<file path="src/rtl/rpin_pkg.sv">
package rpin_pkg;

    typedef enum logic [1:0] {
        PM_PWRUP  = 2'd0,
        PM_HOLD   = 2'd1,
        PM_RSTPIN = 2'd2,
        PM_GPIO   = 2'd3
    } pin_mode_e;

    typedef struct packed {
        pin_mode_e mode;
        logic      isp_lat;
    } mode_state_t;

    typedef struct packed {
        logic ext_rst;
        logic gpio;
        logic isp;
    } pin_out_t;

    localparam mode_state_t MODE_RST_VAL = '{mode: PM_PWRUP, isp_lat: 1'b0};
    localparam pin_out_t    OUT_RST_VAL  = '{ext_rst: 1'b0, gpio: 1'b1, isp: 1'b0};

endpackage

</file>
<file path="src/rtl/rpin_sync.sv">
module rpin_sync #(
    parameter int   STAGES  = 2,
    parameter logic RST_VAL = 1'b1
) (
    input  logic clk_i,
    input  logic por_i,
    input  logic din_i,
    output logic dout_o
);
    localparam int LAST = STAGES - 1;

    logic [LAST:0] chain_d, chain_q;

    always_comb begin
        chain_d = chain_q;
        chain_d[0] = din_i;
        for (int i = 1; i <= LAST; i++) begin
            chain_d[i] = chain_q[i-1];
        end
    end

    always_ff @(posedge clk_i or posedge por_i) begin
        if (por_i) chain_q <= {STAGES{RST_VAL}};
        else       chain_q <= chain_d;
    end

    assign dout_o = chain_q[LAST];

    initial begin
        if (STAGES < 2) $error("rpin_sync needs at least two stages");
    end
endmodule

</file>
<file path="src/rtl/rpin_mode_fsm.sv">
module rpin_mode_fsm
    import rpin_pkg::*;
#(
    parameter int N_INT_RST = 3
) (
    input  logic                 clk_i,
    input  logic                 por_i,
    input  logic                 pwrup_done_i,
    input  logic                 fuse_rst_en_i,
    input  logic                 pin_s_i,
    input  logic [N_INT_RST-1:0] int_rst_req_i,
    output pin_mode_e            mode_o,
    output logic                 isp_lat_o
);
    mode_state_t st_d, st_q;
    logic        any_int_rst;

    assign any_int_rst = |int_rst_req_i;

    always_comb begin
        st_d = st_q;
        unique case (st_q.mode)
            PM_PWRUP: begin
                if (pwrup_done_i) begin
                    if (fuse_rst_en_i) begin
                        st_d.mode = PM_RSTPIN;
                    end else begin
                        st_d.isp_lat = ~pin_s_i;
                        st_d.mode    = pin_s_i ? PM_GPIO : PM_HOLD;
                    end
                end
            end
            PM_HOLD: begin
                if (pin_s_i) st_d.mode = PM_GPIO;
            end
            PM_RSTPIN, PM_GPIO: begin
                // Settled modes: a non-power-on reset keeps the selection.
                if (any_int_rst) st_d = st_q;
            end
        endcase
    end

    always_ff @(posedge clk_i or posedge por_i) begin
        if (por_i) st_q <= MODE_RST_VAL;
        else       st_q <= st_d;
    end

    assign mode_o    = st_q.mode;
    assign isp_lat_o = st_q.isp_lat;
endmodule

</file>
<file path="src/rtl/rpin_out_map.sv">
module rpin_out_map
    import rpin_pkg::*;
(
    input  pin_mode_e mode_i,
    input  logic      pin_s_i,
    input  logic      isp_lat_i,
    output pin_out_t  out_o
);
    always_comb begin
        out_o = OUT_RST_VAL;
        unique case (mode_i)
            PM_PWRUP, PM_RSTPIN: begin
                out_o.ext_rst = ~pin_s_i;
                out_o.gpio    = 1'b1;
                out_o.isp     = ~pin_s_i;
            end
            PM_HOLD: begin
                out_o.ext_rst = 1'b1;
                out_o.gpio    = 1'b1;
                out_o.isp     = isp_lat_i;
            end
            PM_GPIO: begin
                out_o.ext_rst = 1'b0;
                out_o.gpio    = pin_s_i;
                out_o.isp     = isp_lat_i;
            end
        endcase
    end
endmodule

</file>
<file path="src/rtl/rpin_sel.sv">
module rpin_sel
    import rpin_pkg::*;
#(
    parameter int   N_INT_RST   = 3,
    parameter int   SYNC_STAGES = 2,
    parameter logic PIN_IDLE    = 1'b1,
    parameter bit   OUT_REG     = 1'b0
) (
    input  logic                 clk_i,
    input  logic                 por_i,
    input  logic                 pwrup_done_i,
    input  logic                 fuse_rst_en_i,
    input  logic                 pin_raw_i,
    input  logic [N_INT_RST-1:0] int_rst_req_i,
    output logic                 ext_rst_req_o,
    output logic                 gpio_data_o,
    output logic                 isp_en_o
);
    logic      pin_s;
    pin_mode_e mode_w;
    logic      isp_lat_w;
    pin_out_t  out_comb;
    pin_out_t  out_fin;

    rpin_sync #(.STAGES(SYNC_STAGES), .RST_VAL(PIN_IDLE)) i_sync (
        .clk_i  (clk_i),
        .por_i  (por_i),
        .din_i  (pin_raw_i),
        .dout_o (pin_s)
    );

    rpin_mode_fsm #(.N_INT_RST(N_INT_RST)) i_fsm (
        .clk_i         (clk_i),
        .por_i         (por_i),
        .pwrup_done_i  (pwrup_done_i),
        .fuse_rst_en_i (fuse_rst_en_i),
        .pin_s_i       (pin_s),
        .int_rst_req_i (int_rst_req_i),
        .mode_o        (mode_w),
        .isp_lat_o     (isp_lat_w)
    );

    rpin_out_map i_map (
        .mode_i    (mode_w),
        .pin_s_i   (pin_s),
        .isp_lat_i (isp_lat_w),
        .out_o     (out_comb)
    );

    generate
        if (OUT_REG) begin : g_out_reg
            pin_out_t out_d, out_q;
            always_comb out_d = out_comb;
            always_ff @(posedge clk_i or posedge por_i) begin
                if (por_i) out_q <= OUT_RST_VAL;
                else       out_q <= out_d;
            end
            assign out_fin = out_q;
        end else begin : g_out_comb
            assign out_fin = out_comb;
        end
    endgenerate

    assign ext_rst_req_o = out_fin.ext_rst;
    assign gpio_data_o   = out_fin.gpio;
    assign isp_en_o      = out_fin.isp;
endmodule

</file>
<file path="config.mk">
export PLATFORM = sky130hd
export DESIGN_NAME = rpin_sel
export DESIGN_NICKNAME = d
export VERILOG_FILES = /design/src/rtl/rpin_pkg.sv /design/src/rtl/rpin_sync.sv /design/src/rtl/rpin_mode_fsm.sv /design/src/rtl/rpin_out_map.sv /design/src/rtl/rpin_sel.sv
export SDC_FILE = /design/constraint.sdc
export NUM_CORES = 1
export LEC_CHECK = 0
export CORE_AREA = 3 3 40 42
export CTS_CLUSTER_DIAMETER = 30
export CTS_CLUSTER_SIZE = 40
export DETAILED_ROUTE_END_ITERATION = 8
export DIE_AREA = 0 0 43 45
export MAX_ROUTING_LAYER = met4
export PLACE_DENSITY = 0.46
export SYNTH_ARGS = -nofsm -noshare
export SYNTH_HDL_FRONTEND = slang
export SYNTH_SLANG_ARGS = --single-unit
</file>
<file path="constraint.sdc">
create_clock -name clk_i -period 3.3 [get_ports clk_i]
set_input_delay 0.495 -clock clk_i [delete_from_list [all_inputs] [get_ports clk_i]]
set_output_delay 0.495 -clock clk_i [all_outputs]
set_load 0.01 [all_outputs]
</file>
==> flow_summary.yaml, run 1 <==
critical_path:
  end_kind: "primary output"
  cp-start-kind: "flip-flop"
  crit_arrival_ns: 1.45
  required_ns: 2.80
  critPathMaxFanout: 8
  critPathKind: "flip-flop to primary output"
hold_path:
  hp-class: "flip-flop to flip-flop"
floorplanning:
  core_area_um2: 1280
  rows: 13
  die_area_um2: 1940
  start_util_pct: 17.8
  die_w_um: 43
  io_pins: 11
  die_h_um: 45
routing:
  drtIter0Drc: 0
  drc_errors: 0
  viasPerCell: 3.61
  vias: 159
  routedWlPerCell_um: 8.34
  drt-total-wl_um: 367
  firstDrtPassIters: 1
  ant_nets: 0
pwr:
  report.power.total_w: 0.000169
  powerDensity_nw_per_um2: 507
  p_leak_nw: 0.137
  ir_drop_mv: 0.140
layout:
  area_growth_syn_to_layout_pct: 45.4
  diodes: 0
  final_util_pct: 25.9
  multi_input_area_um2: 86.3
  drive_above_1_share_pct: 31.0
  final_nets: 38
  fillerInstances: 135
  seq_area_um2: 128
timing:
  slew_headroom_pct: 84.7
  fmax_mhz: 513
  holdWs_ns: 0.352
  grt_setup_unrepaired: "false"
  fin_crit_ns: 1.95
  setup_viol: 0
  final_max_slew_viol_count: 0
  period_share_pct: 59.0
  tightest_slew_ns: 0.230
  hold_viol: 0
  skew_ns: 0.00119
  setup_tns_ns: 0
clock_tree:
  clk_path_buf_depth: 2
  postCtsHoldBufs: 0
  cts_resized: 0
  clock-sinks: 5
  cts_setup_buffers: 0
  htreeDepth: 1
  cts_buffers: 3
  cts_tree: "yes"
  clk_pin_slew_ns: 0.04
  cts-root-buf: "clkbuf_4"
  insertion_delay_ns: 0.24
synth:
  synth_area_per_cell_um2: 12.1
  post-synth-top-count-cell: "dfrtp_1"
  yosysSeqAreaShare_pct: 55.7
  ys.flop_type: "dfrtp_1"
  synth_edf_count: 0
  synth_cell_type_count: 15
  ys_ff_latch: 5
  yosysTopAreaCell: "dfrtp_1"
  yosys-top-cells-count: "dfrtp_1, dfstp_2, nand2_1"
  ys_warn_count: 0
  syn_area_um2: 229
  synth_top_area_share_pct: 32.8
  ys_async_sr_fraction_pct: 100
  synthesis.nets: 27
  synth.area.top_cells: "dfrtp_1, dfstp_2, or4b_4"
  postSynthCellCount: 19
grt:
  overflow: 0
  antenna_found_initial: 0
  grt_pass1_vias: 169
  grt_pass1_wl_um: 648
  grt_max_degree: 9
  grt_usage_pct: 5.25
outcome:
  outcome: "completed"
place:
  routabilityCongestion: 0.724
  dp_hpwl_um: 289
  io_buffers: 7
flow_run:
  drv_cap: 0
[area by class of cell]
cell class                 instances  share of cell area, %
timing repair buffer               7                   21.1
tap                               15                   5.64
inverter                           1                   1.13
multi-input combinational         12                   25.9
clock buffer                       4                   7.89
sequential                         5                   38.3
[final timing paths]
check,startpoint,to,slack (ns),cells past startpoint
max in group asynchronous,por_i,i_sync.chain_q[1],2.61,2
min reg2reg,i_sync.chain_q[0],i_sync.chain_q[1],0.35,0
max,i_fsm.mode_o[0],ext_rst_req_o,1.35,2
max reg2reg,i_fsm.mode_o[0],i_fsm.isp_lat_o,2.05,3
min in group asynchronous,por_i,i_fsm.isp_lat_o,0.45,2
min,i_sync.chain_q[0],i_sync.chain_q[1],0.35,0
[routing by layer]
layer	vias to the layer above	track usage, %	wire length (um)	share of wire (%)
met4	0	7.23	0	0
met5	-	-	0	0
met3	0	2.79	48	13
li1	85	-	-	-
met1	66	5.12	152	41
met2	8	6.29	165	45
[cells in the final DEF (no fill, tap or decap), drive strengths merged]
master         instances
a21o                   1
nand3b                 1
dfstp                  2
dfrtp                  3
nand2b                 1
nor2                   1
clkbuf                 4
clkdlybuf4s50          7
or4b                   1
nand2                  2
mux2i                  1
o21ai                  2
o22ai                  1
inv                    1
and2b                  1
[registers in the layout, summed over array words and instances (netlist names)]
name	flops
i_sync.chain_q	2
i_fsm.isp_lat_o	1
i_fsm.mode_o	2
[metrics by stage]
step,std cells,area (um2),worst slack (ns)
2_1_floorplan,19,229,2.04
3_3_place_gp,40,307,1.56
3_5_place_dp,40,307,1.56
4_1_cts,44,333,1.33
5_1_grt,44,333,1.27
6_report,44,333,1.35
[power by group]
group	total [W]	internal, W	switching [W]
Clock	0.0000681	0.0000456	0.0000226
Combinational	0.0000279	0.0000182	0.00000971
Sequential	0.0000726	0.0000673	0.00000525
[critical path, cell delays in order (launching register included)]
cell and delay [ns]:
dfrtp_1 0.46, mux2i_1 0.21, clkdlybuf4s50_1 0.55
[kinds of logic after synthesis]
| kind of cell | synth area share [%] |
|---|---|
| flops | 55.7 |
| simple gates | 20.8 |
| compound gates | 12.6 |
| buf+inv | 6.56 |
| mux | 4.37 |
Note: power is estimated with default switching activity, not from simulation.
==> run 2: changes to the inputs <==
==> constraint.sdc (replaced) <==
create_clock -name clk_i -period 1.99 [get_ports clk_i]
set_input_delay 0.2985 -clock clk_i [delete_from_list [all_inputs] [get_ports clk_i]]
set_output_delay 0.2985 -clock clk_i [all_outputs]
set_load 0.01 [all_outputs]
==> results of run 2 <==
Same layout as run 1 (identical final DEF). Status: completed.
Among the figures that moved: setup slack after placement 1.56 ns -> 0.446 ns; setup slack after layout 1.35 ns -> 0.239 ns; hold slack 0.352 ns -> 0.256 ns; register-to-register setup slack 2.05 ns -> 0.74 ns; total power 0.000169 W -> 0.000280 W; worst IR drop on VDD 0.140 mV -> 0.232 mV
==> run 3: changes to the inputs <==
--- a/config.mk
+++ b/config.mk
@@ -12,6 +12,7 @@
 export DIE_AREA = 0 0 43 45
 export MAX_ROUTING_LAYER = met4
 export PLACE_DENSITY = 0.46
+export SETUP_SLACK_MARGIN = 0.05
 export SYNTH_ARGS = -nofsm -noshare
 export SYNTH_HDL_FRONTEND = slang
 export SYNTH_SLANG_ARGS = --single-unit
==> results of run 3 <==
Same layout as run 1 (identical final DEF). Status: completed.
Among the figures that moved: setup slack after placement 1.56 ns -> 0.446 ns; setup slack after layout 1.35 ns -> 0.239 ns; hold slack 0.352 ns -> 0.256 ns; register-to-register setup slack 2.05 ns -> 0.74 ns; total power 0.000169 W -> 0.000280 W; worst IR drop on VDD 0.140 mV -> 0.232 mV
